$ cat config.mk
export PLATFORM = sky130hd
export DESIGN_NAME = trng_fill_ctrl
export DESIGN_NICKNAME = d
export VERILOG_FILES = /design/src/rtl/trng_fill_ctrl.sv
export SDC_FILE = /design/constraint.sdc
export NUM_CORES = 1
export LEC_CHECK = 0
export ABC_AREA = 1
export BUFFER_PORTS_ARGS = -buffer_cell sky130_fd_sc_hd__buf_2
export CORE_MARGIN = 1
export CORE_UTILIZATION = 65
export CTS_CLUSTER_DIAMETER = 40
export DETAILED_ROUTE_END_ITERATION = 12
export GPL_TIMING_DRIVEN = 0
export PLACE_DENSITY_LB_ADDON = 0.2
export SYNTH_ARGS = -nofsm -noshare
export SYNTH_HDL_FRONTEND = slang
export SYNTH_SLANG_ARGS = --single-unit
$ cat constraint.sdc
create_clock -name clk -period 8.95 [get_ports clk]
set_input_delay 1.79 -clock clk [delete_from_list [all_inputs] [get_ports clk]]
set_output_delay 1.79 -clock clk [all_outputs]
set_load 0.005 [all_outputs]
$ cat src/rtl/trng_fill_ctrl.sv
module trng_fill_ctrl #(
  parameter int AW     = 8,
  parameter int WORDS  = 8,
  parameter int DIVW   = 15,
  parameter int OFS_DIV  = 'h00,
  parameter int OFS_CTRL = 'h20,
  parameter int OFS_POST = 'h30,
  parameter int OFS_FILL = 'h50,
  parameter int OFS_BUF  = 'h80
) (
  input  logic          clk,
  input  logic          rst_n,
  input  logic [AW-1:0] bus_addr,
  input  logic          bus_wr,
  input  logic [31:0]   bus_wdata,
  output logic [31:0]   bus_rdata,
  input  logic          entropy_bit
);
  localparam int MAXB = WORDS * 32;
  localparam int CW   = $clog2(MAXB + 1);
  localparam int PW   = $clog2(MAXB);
  localparam int IW   = $clog2(WORDS);

  logic [DIVW-1:0] div_q;
  logic            en_q;
  logic [31:0]     post_q;
  logic [CW-1:0]   rem_q;
  logic [PW-1:0]   ptr_q;
  logic [DIVW:0]   cnt_q;
  logic [31:0]     buf_q [WORDS];

  wire [DIVW-1:0] div_eff   = (div_q == '0) ? DIVW'(1) : div_q;
  wire [DIVW:0]   period_m1 = {div_eff, 1'b0} - 1'b1;
  wire            busy      = (rem_q != '0);
  wire            tick      = en_q && busy && (cnt_q == period_m1);

  wire wr_div  = bus_wr && (bus_addr == AW'(OFS_DIV));
  wire wr_ctrl = bus_wr && (bus_addr == AW'(OFS_CTRL));
  wire wr_post = bus_wr && (bus_addr == AW'(OFS_POST));
  wire wr_fill = bus_wr && (bus_addr == AW'(OFS_FILL));

  wire [CW-1:0] fill_req = (bus_wdata > 32'(MAXB)) ? CW'(MAXB) : bus_wdata[CW-1:0];

  wire          buf_hit = (bus_addr[1:0] == 2'b00) && (bus_addr >= AW'(OFS_BUF)) &&
                          ({1'b0, bus_addr} < (AW+1)'(OFS_BUF + 4 * WORDS));
  wire [AW-1:0] buf_off = bus_addr - AW'(OFS_BUF);
  wire [IW-1:0] buf_idx = buf_off[IW+1:2];

  always_ff @(posedge clk) begin
    if (!rst_n) begin
      div_q  <= '0;
      en_q   <= 1'b0;
      post_q <= '0;
    end else begin
      if (wr_div)  div_q  <= bus_wdata[DIVW:1];
      if (wr_ctrl) en_q   <= bus_wdata[31];
      if (wr_post) post_q <= bus_wdata;
    end
  end

  always_ff @(posedge clk) begin
    if (!rst_n) begin
      rem_q <= '0;
      ptr_q <= '0;
      cnt_q <= '0;
    end else if (wr_fill) begin
      rem_q <= fill_req;
      ptr_q <= '0;
      cnt_q <= '0;
    end else if (!en_q || !busy || tick) begin
      cnt_q <= '0;
      if (tick) begin
        rem_q <= rem_q - 1'b1;
        ptr_q <= ptr_q + 1'b1;
      end
    end else begin
      cnt_q <= cnt_q + 1'b1;
    end
  end

  for (genvar w = 0; w < WORDS; w++) begin : g_word
    always_ff @(posedge clk) begin
      if (!rst_n)
        buf_q[w] <= '0;
      else if (tick && !wr_fill && (ptr_q[PW-1:5] == IW'(w)))
        buf_q[w][ptr_q[4:0]] <= entropy_bit;
    end
  end

  always_comb begin
    bus_rdata = '0;
    if (bus_addr == AW'(OFS_DIV))       bus_rdata = 32'(div_q) << 1;
    else if (bus_addr == AW'(OFS_CTRL)) bus_rdata = {en_q, 31'b0};
    else if (bus_addr == AW'(OFS_POST)) bus_rdata = post_q;
    else if (bus_addr == AW'(OFS_FILL)) bus_rdata = 32'(rem_q);
    else if (buf_hit)                   bus_rdata = buf_q[buf_idx];
  end
endmodule

# After elaboration in Yosys (flattened, before gate mapping)
# Memory sizes are Yosys's and may differ from the RTL's.
# Cells that the tools add are included.
[op_classes] n_addsub=5 n_lt_le_gt_ge=5 n_eq_ne=11 n_mux=293 bitwise_logic=257 reduce_logical=34
[ops] operator="32-bit two-way mux" n=13
[ops] operator="1-bit two-way mux" n=274
[ops] operator="1-bit OR" n=256
[ops] operator="9-bit two-way mux" n=4
[ops] operator="32-bit by 9-bit > comparator with 1-bit output, second input constant" n=1
[ops] operator="1-bit logical AND" n=18
[ops] operator="16-bit by 1-bit adder with 16-bit output, second input constant" n=1
[ops] operator="16-bit equality test" n=1
[ops] operator="8-bit by 6-bit equality test with 1-bit output, second input constant" n=2
[ops] operator="16-bit by 1-bit subtractor with 16-bit output, second input constant" n=1
[ops] operator="15-bit logical NOT" n=1
[ops] operator="15-bit two-way mux" n=1
[ops] operator="3-bit equality test, second input constant" n=4
[ops] operator="9-bit nonzero test" n=1
[ops] operator="9-bit by 1-bit subtractor with 9-bit output, second input constant" n=1
[ops] operator="8-bit by 1-bit adder with 8-bit output, second input constant" n=1
[ops] operator="8-bit by 7-bit equality test with 1-bit output, second input constant" n=1
[ops] operator="8-bit greater-or-equal comparator, second input constant" n=1
[ops] operator="8-bit logical NOT" n=1
[ops] operator="8-bit less-than comparator, second input constant" n=1
[ops] operator="3-bit by 2-bit equality test with 1-bit output, second input constant" n=2
[ops] operator="5-bit by 6-bit less-than comparator with 1-bit output, second input constant" n=1
[ops] operator="1-bit demux with 5-bit select" n=1
[ops] operator="5-bit by 1-bit greater-or-equal comparator with 1-bit output, second input constant" n=1
[ops] operator="other kinds (11)" n=16
[totals] register_bits=81 ramBits=256 in_bits=44 out_inout_bits=32 wordCells=612 memories=1
[mem_list] name="buf_q" depth=8 word_bits=32 read_ports=1 rd_clocked_by_memory_dff=0 write_ports=8 line="30" source="logic [31:0] buf_q [WORDS];"

# Depth between registers and ports, before layout
# Gate-level depths: netlist of run 1.
[depth] ltp_word=11 mapped_depth=24

# Least setup slack after synthesis of run 1
# Ideal clock, no wire load.
[synth_timing] path_kind="input port to output port" from="in bus_addr[3]" to="out bus_rdata[8]" arrival_time_ns=3.159 required_time_ns=7.160 setup_slack_ns=4.001 path_stages=8 n_path_buf=1 cell_sequence="nor2_1 > inv_2 > nor2_1 > inv_1 > nor4_1 > clkbuf_1 > nand2_1 > o2111ai_1"
[synth_via] elab_chain_cells=8 word_cells_on_any_way=15 cone_classes="1 x add/sub; 2 x order compare; 3 x eq/ne; 5 x mux; 3 x reduce/logical; 1 x memory"
[synth_rtl] element="start, declared" line="13" source="input logic [AW-1:0] bus_addr,"
[synth_rtl] element="parallel branches: the longest is 7 deep, another holds memory 8 x 32 bit"
[synth_rtl] element="32-bit two-way mux (*)" line="92" source="if (bus_addr == AW'(OFS_DIV)) bus_rdata = 32'(div_q) << 1;"
[synth_rtl] element="end, declared" line="16" source="output logic [31:0] bus_rdata,"
# Every way passes the cells marked *.

# Worst setup path after layout of run 1
[layout_timing] from="in bus_addr[2]" to="out bus_rdata[8]"
# The elaborated chain is that of the path after synthesis.

==> results of run 1 <==
-- routing by layer --
layer	GRT usage (%)	share of wire [%]	wire (um)	vias up
met5	0	0.019	13	-
met4	28.4	7.0	4940	2
met3	13.8	16	11200	400
met2	71.5	44	30600	1807
met1	57.1	33	23400	9064
li1	-	-	-	8481
-- critical path: cells and delay by family --
family / cells / cell delay, ns
buffers and inverters: 6 / 2.08
AOI/OAI and AO/OA: 2 / 0.52
and+or+nand+nor: 2 / 0.37
-- kinds of logic (layout without fill, tap and decap cells) --
group           count (synthesis)  after routing  share of synthesized area (%)
compound gates                323            323                           10.5
xor+xnor                       24             24                           1.18
simple gates                 1331           1331                           31.3
fa+ha+maj                       7              7                          0.463
buf+inv                       315            472                           7.41
flops                         337            337                           49.2
other cells                     0              2                              0
-- cell type report --
class | count | area (um2) | share of cell area [%]
antenna | 2 | 5.00 | 0.0235
buffer | 209 | 1010 | 4.72
clock buffer | 56 | 1250 | 5.86
clock inverter | 28 | 298 | 1.40
inverter | 106 | 398 | 1.86
multi-input combinational | 1685 | 8220 | 38.5
sequential | 337 | 9310 | 43.6
tap | 384 | 480 | 2.25
timing repair buffer | 73 | 365 | 1.71
-- Yosys cell counts (2+ instances only) --
cell type / count
sky130_fd_sc_hd__clkbuf_1: 162
sky130_fd_sc_hd__o211ai_1: 9
sky130_fd_sc_hd__edfxtp_1: 256
sky130_fd_sc_hd__nand4_1: 271
sky130_fd_sc_hd__xor2_1: 18
sky130_fd_sc_hd__buf_6: 26
sky130_fd_sc_hd__o21ai_0: 175
sky130_fd_sc_hd__nor3_1: 13
sky130_fd_sc_hd__nor2_4: 2
sky130_fd_sc_hd__o221ai_1: 64
sky130_fd_sc_hd__xnor2_1: 5
sky130_fd_sc_hd__nor2_2: 6
sky130_fd_sc_hd__nand3_1: 75
sky130_fd_sc_hd__and2_1: 2
sky130_fd_sc_hd__clkinv_1: 4
sky130_fd_sc_hd__o2111ai_1: 2
sky130_fd_sc_hd__buf_8: 2
sky130_fd_sc_hd__inv_2: 3
sky130_fd_sc_hd__nor2_1: 510
sky130_fd_sc_hd__buf_1: 16
sky130_fd_sc_hd__nor4_1: 8
sky130_fd_sc_hd__o31ai_1: 6
sky130_fd_sc_hd__a32o_1: 15
sky130_fd_sc_hd__ha_1: 7
sky130_fd_sc_hd__dfxtp_1: 81
sky130_fd_sc_hd__nand2_2: 3
sky130_fd_sc_hd__a21oi_1: 49
sky130_fd_sc_hd__inv_1: 99
sky130_fd_sc_hd__buf_2: 3
sky130_fd_sc_hd__nor3b_1: 5
sky130_fd_sc_hd__nand2_1: 429
-- flip-flops by register name (all words and copies together) (netlist names) --
register  flops
rem_q         9
ptr_q         8
post_q       32
buf_q       256
en_q          1
div_q        15
cnt_q        16
-- worst max-delay path by stage --
stage                      startpoint            to  slack (ns)  cells past startpoint
after floorplan           bus_addr[3]  bus_rdata[8]        4.00                      8
after global placement    bus_addr[1]  bus_rdata[5]        2.71                     10
after detailed placement  bus_addr[2]  bus_rdata[8]        2.63                     10
after CTS                 bus_addr[2]  bus_rdata[8]        2.62                     10
after global routing      bus_addr[1]  bus_rdata[6]        2.37                     10
final                     bus_addr[2]  bus_rdata[8]        2.38                     10
-- power groups by stage --
stage | clock (mW) | sequential (mW) | combinational (mW)
floorplan | 0 | 1.78 | 0.160
global placement | 0 | 1.78 | 0.255
detailed placement | 0 | 1.79 | 0.262
CTS | 1.85 | 1.75 | 0.265
global route | 1.91 | 1.76 | 0.294
finish | 1.87 | 1.76 | 0.282
-- through the flow --
stage | std cells | instance area (um2) | power [mW] | setup slack, ns
after detailed placement | 2794 | 19800 | 2.05 | 2.63
after floorplan | 2337 | 18900 | 1.94 | 4.00
after global placement | 2794 | 19800 | 2.04 | 2.71
after CTS | 2878 | 21300 | 3.87 | 2.62
final | 2880 | 21300 | 3.91 | 2.38
after global routing | 2878 | 21300 | 3.96 | 2.37
==> impl.org, run 1 <==
** Critical path
- The worst setup path is launched from an input port.
- In this run the critical register-to-register path is captured at buf_q[5][26]$_DFFE_PP_.
- Reg-to-reg slack, setup :: 4.93 ns
- Among the stages of the critical path, the cell type that occurs most often is sky130_fd_sc_hd__clkbuf_1.
- In this run the worst path has a maximum fanout of 10.
- For the worst setup path, the data arrival time is 4.78 ns.
- The signal on the critical path passes through buf_2 > clkbuf_1 > inv_1 > clkbuf_1 > clkbuf_1 > nor2_1 > o221ai_1 > nand3_1 > o2111ai_1 > buf_2.
- By startpoint and endpoint, the worst setup path is classified as in -> out.
- Slowest library cell on the worst path :: sky130_fd_sc_hd__clkbuf_1
- Counting cells, the worst reg-to-reg path comes to 22.
- In this run the critical register-to-register path is launched from div_q[9]$_SDFFE_PN0P_.
- Data required time at the worst endpoint :: 7.16 ns
- Delay contributed by the slowest stage of the critical path :: 0.72 ns
- The worst setup path is captured at a primary output.

** Power
- Areal power density over the cells :: 183 nW/um2
- Leakage power summed over all cells :: 8.17 nW
- Clock Power Share :: 47.9%
- Switching part of the total :: 24.6%
- Sequential share of power :: 44.9%
- Switch Pwr :: 962 uW
- Internal power of the cells :: 2.95 mW
- VDD IR max :: 0.165 mV
- Comb power frac :: 7.2%

** Die
- In this run the standard cell core region covers 28700 um2.
- DIE WIDTH :: 173 um
- The floorplan has 62 rows.
- The initial utilization of the core area, before any placement, comes to 66.0%.
- From bottom edge to top edge, the die measures 173 um.
- The floorplan step defined a die boundary enclosing 29800 um2.
- I/O pin count :: 76

** Yosys
- Counting flops with an async set or reset pin after synthesis yields a share of 0%.
- Counting flops with a built-in enable in the synthesized netlist gives 256.
- Cell count after synthesis :: 2337
- The mapped netlist covers 18900 um2.
- Area fraction of the dominant cell type after synthesis :: 40.6%
- Synthesis instantiated 42 different standard cells from the library.
- Post-Syn Area per Cell :: 8.10 um2
- Ys Warns :: 0
- For this run, the leading register cell type out of synthesis is sky130_fd_sc_hd__edfxtp_1.
- Post-synthesis sequential area ratio :: 49.2%
- sky130_fd_sc_hd__edfxtp_1 takes more of the synthesized area than any other cell.
- Flip-flop and latch count after synthesis :: 337
- By area the synthesized netlist is led by sky130_fd_sc_hd__edfxtp_1 41%, sky130_fd_sc_hd__nor2_1 10%, sky130_fd_sc_hd__nand4_1 9.0%, sky130_fd_sc_hd__dfxtp_1 8.6%, sky130_fd_sc_hd__nand2_1 8.5%.
- Number of nets produced by synthesis :: 2388

** STA
- For the pin with the worst max-slew slack, the measured transition is 1.60 ns.
- The hold violation total from the final report was 0.
- RSZ-0062 raised after global routing :: false
- Worst hold slack after final layout :: 0.483 ns
- The final critical path takes up 73.4% of the cycle.
- Post-route minimum period :: 6.57 ns
- For the final database, setup skew stands at 0.0344 ns.
- Setup violations remaining at the end of the flow were counted as 0.
- Post-route setup TNS :: 0 ns
- Static timing analysis puts the maximum clock frequency at 152 MHz.
- The number of pins with negative max-slew slack in the final report was 11.
- Remaining max-slew budget at the tightest pin :: -6.88%

** Detailed routing
- Routed length per instance :: 24.4 um
- Total wire length after detailed routing :: 70100 um
- In this run the remaining antenna-violating nets after routing total 0.
- Violation count after the first detailed-route iteration :: 3431
- After detailed routing, the number of remaining DRC violations is 0.
- 1st-pass router iterations :: 7
- Vias after detailed routing :: 19754
- After detailed routing, the number of vias per cell comes to 6.86.

** Run status
- Run status :: complete, but fails checks
- Violations in the final reports :: capacitance limit, slew limit

** Placed design
- Routability-driven placement finished with a final weighted congestion of 1.02.
- Detailed placement ended at an HPWL of 51000 um.
- PortBufs :: 73

** Final layout
- Final core utilization :: 74.3%
- In the layout the commonest cells are 510 x sky130_fd_sc_hd__nor2_1, 429 x sky130_fd_sc_hd__nand2_1, 271 x sky130_fd_sc_hd__nand4_1.
- Of the cells placed in the final design, the portion with a size suffix greater than 1 is 7.98%.
- Final nets :: 2509
- Counting the fill cells in the layout gives 2171.
- Leaving out fill and tap cells, the most frequent cell in the layout is sky130_fd_sc_hd__nor2_1.
- The area growth from synthesis to layout is 12.7%.

** Clock network
- Clock latency on the worst-skew pair, taken at its later pin, is 0.58 ns.
- The tree built by TritonCTS fans out to 337 sinks.
- The number of setup buffers added after CTS is 0.
- Clock slew seen by the registers of the worst setup and hold paths :: 0.05 ns
- TritonCTS built the clock tree.
- The cell sitting at the root of the clock tree is a sky130_fd_sc_hd__clkbuf_16.
- In this run the number of H-tree levels came out at 2.
- Counting along the longest clock path gives a buffer depth of 3.
- In this run, CTS created clock tree buffers numbering 46.
- Total of hold buffers inserted after clock tree synthesis :: 0
- The number of gates resized after CTS was 0.

** Min path
- The path with the worst hold slack has its endpoint at en_q$_SDFFE_PN0P_.
- The path class of the tightest hold or removal check is reg -> reg.
- The worst hold path was traced through 2 stages.
- Startpoint of the most critical hold path :: en_q$_SDFFE_PN0P_

** Global routing
- Pin count of the biggest net entering global routing :: 14
- For this run, the total global-route usage over all layers was measured as 46.2%.
- Gr ovfl total :: 0
- The first global-routing pass estimated 104000 um of wire.
- The initial antenna violation count came to 4.
- Vias in the first global route :: 18432

** Run
- Max-cap violations in this run came to 1.
Note: power is estimated with default switching activity, not from simulation.
==> run 2: changes to the inputs <==
Settings changed: CORE_UTILIZATION 65 to 63.
Clock period 8.95 ns to 6.55 ns, I/O delays scaled along.
==> run 2 against run 1 <==
Power is 34% higher. Largest cell class unchanged. Count of clock-buffer cells in the layout is 1 higher. Hold slack worse by 0.0076 ns. Non-clock buffer count stayed put. Utilization is 2.6 points lower. The run now ends clean. Combinational power is 36% higher. Largest power group unchanged.
==> impl.org, run 2 (synthesized netlist as in run 1, its figures left out) <==
** Placed design
- The cell area reported after detailed placement came to 19800 um2 (about the same).
- PortBufs :: 73 (unchanged)
- Detailed placer's ending HPWL :: 52300 um (+2.4%)
- Routability Congestion :: 1.06 (+4.9%)

** Critical path
- Highest net fanout along the worst path :: 10 (unchanged)
- For this design, the slowest cell found on the critical path is sky130_fd_sc_hd__clkbuf_1.
- STA classifies the critical path endpoint as a primary output.
- Delay contributed by the slowest stage of the critical path :: 0.68 ns (-0.04 ns)
- The critical path goes through buf_2 > clkbuf_1 > inv_1 > clkbuf_1 > clkbuf_1 > nand2_1 > nand3_1 > o221ai_1 > nand2_1 > nand3_1 > o211ai_1 > buf_2.
- Counting stages on the worst path, the most repeated cell is sky130_fd_sc_hd__clkbuf_1.
- The worst path arrival time is 4.40 ns (-0.38 ns).
- Setup crit start kind :: input port
- Type of the setup path with the least slack :: in -> out
- The data required time at the worst endpoint came to 5.24 ns (-1.92 ns).

** STA
- Post-route fraction of the period consumed by the critical path :: 87.2%
- The max-slew headroom at the worst pin was 17.7% (+25 points).
- The pin slew with the least headroom to its limit came to 1.23 ns (-0.368 ns).
- The worst path in the final design needs a cycle of 5.71 ns, including I/O delays and setup.
- Finish-stage setup viols :: 0 (unchanged)
- RSZ-0062 raised after global routing :: false
- For this run, the top clock speed supported by timing is 175 MHz.
- The hold violation total from the final report was 0 (unchanged).
- Fin. max-slew vios :: 0 (-11)
- Worst hold slack after final layout :: 0.476 ns (-0.00764 ns)
- The setup total negative slack came to 0 ns (unchanged).
- Clock Skew :: 0.0420 ns (+0.00760 ns)

** Power
- VDD IR max :: 0.227 mV (+38%)
- Switch Pwr :: 1.31 mW (+37%)
- The sequential group share of total power is 45.9% (+1.0 points).
- The static leakage was 8.12 nW (-0.54%).
- Clock Power Share :: 46.8% (-1.1 points)
- Switching part of the total :: 25.1% (+0.51 points)
- Areal power density over the cells :: 246 nW/um2 (+34%)
- The combinational share of power is 7.3% (about the same).
- Internal power of the cells :: 3.92 mW (+33%)

** Global routing
- The wire length of the first global-routing pass came to 105000 um (+1.1%).
- The maximum number of pins on one net before global-route repair came to 14 (unchanged).
- The overall fraction of global-route tracks in use is 46.1% (-0.11 points).
- The initial antenna violation count came to 1 (-3).
- The overflow left after global routing came to 0 (unchanged).
- Vias in the first global route :: 18161 (-1.5%)

** Final layout
- The flip-flop count of the largest register, all copies and words added is 256 (unchanged).
- Synth-to-Final Area Change :: 12.3%
- The summed area of non-filler cells in the final layout came to 21300 um2 (-0.35%).
- Top flop regs :: buf_q (256), post_q (32), cnt_q (16)
- The proportion of layout cells with a drive suffix above 1 is 7.83% (-0.15 points).
- More flip-flops sit in one register than any other, and that register is buf_q.
- Top library cells by usage in the layout, fill and taps aside :: 510 x sky130_fd_sc_hd__nor2_1, 429 x sky130_fd_sc_hd__nand2_1, 271 x sky130_fd_sc_hd__nand4_1
- Leading cell type in the layout, fill and taps excluded :: sky130_fd_sc_hd__nor2_1
- The final net count came to 2508 (-0.040%).
- The final core utilization was 71.7% (-2.6 points).

** Die
- DIE WIDTH :: 175 um (+1.6%)
- Standard-cell rows :: 63 (+1.6%)
- The die span in y is 175 um (+1.6%).
- The initial core utilization is 63.9% (-2.1 points).
- The number of I/O pins is 76 (unchanged).
- Core area :: 29600 um2 (+3.3%)
- The die footprint was 30800 um2 (+3.1%).

** Clock network
- The clock transition at the registers of the reported paths is 0.05 ns (about the same).
- The count of hold-fix buffers inserted at cts is 0 (unchanged).
- The TritonCTS buffer count was 45 (-2.2%).
- Clock tree from TritonCTS :: done
- The later-pin clock latency in the skew report came to 0.57 ns (about the same).
- The deepest level of the CTS H-tree came to 2 (unchanged).
- PostCTS Resize Cnt :: 0 (unchanged)
- The buffer count from post-CTS setup fixing was 0 (unchanged).
- Clk Tree Root Cell :: sky130_fd_sc_hd__clkbuf_16
- The clock tree buffer depth is 3 (unchanged).
- The number of clock sinks is 337 (unchanged).

** Detailed routing
- Vias after detailed routing :: 19559 (-0.99%)
- The remaining antenna violation count came to 0 (unchanged).
- The starting DRC count in detailed routing came to 3371 (-1.7%).
- The routed wire length per instance came to 24.8 um (+1.9%).
- Total wire length after detailed routing :: 71500 um (+2.0%)
- The DRC violation count after routing came to 0 (unchanged).
- The detailed-router iteration count before antenna repair was 6 (-1).
- Detail-routed via count per cell :: 6.78 (-1.1%)

** Run status
- Run status :: completed

** Min path
- The worst hold path belongs to the class reg -> reg.

** Run
- Number of maximum-capacitance constraint violations :: 0 (-1)
run 2: stage by stage:
step	setup slack (ns)	total power [mW]	cells
finish	0.839	5.23	2883
global route	0.925	5.31	2882
CTS	1.13	5.18	2882
detailed placement	1.14	2.80	2800
global placement	1.14	2.79	2800
floorplan	2.56	2.65	2337
run 2: layer usage:
metal	routed length, um	global-route usage [%]	up-vias
met5	14	0	-
met3	11300	15.7	419
met1	23900	55.0	9008
li1	-	-	8475
met4	4940	28.4	2
met2	31400	71.9	1655
run 2: worst paths after layout:
path,slack [ns],end,cells after the start,from
worst min-delay path,0.48,cnt_q[0]$_SDFF_PP0_,1,cnt_q[0]$_SDFF_PP0_
worst max register to register,2.47,buf_q[5][11]$_DFFE_PP_,22,div_q[9]$_SDFFE_PN0P_
worst max-delay path,0.84,bus_rdata[11],12,bus_addr[2]
worst min register to register,0.48,cnt_q[0]$_SDFF_PP0_,1,cnt_q[0]$_SDFF_PP0_
run 2: worst max-delay path, delay by kind of cell:
family	cells	cell delay, ns
buffers and inverters	6	2.01
AND/OR/NAND/NOR	4	0.67
AO/OA/AOI/OAI	2	0.38
run 2: power groups by stage:
stage	Clock [mW]	Sequential (mW)	Combinational (mW)
detailed placement	0	2.44	0.360
finish	2.45	2.40	0.384
floorplan	0	2.43	0.219
CTS	2.42	2.40	0.363
global route	2.51	2.40	0.402
global placement	0	2.44	0.351
run 2: layout make-up:
cell class | count | area (um2)
Sequential cell | 337 | 9310
Fill cell | 2349 | 8380
Multi-Input combinational cell | 1685 | 8220
Clock buffer | 57 | 1220
Buffer | 209 | 1010
Tap cell | 390 | 488
Inverter | 106 | 398
Timing Repair Buffer | 73 | 365
Clock inverter | 25 | 246
Antenna cell | 1 | 2.50
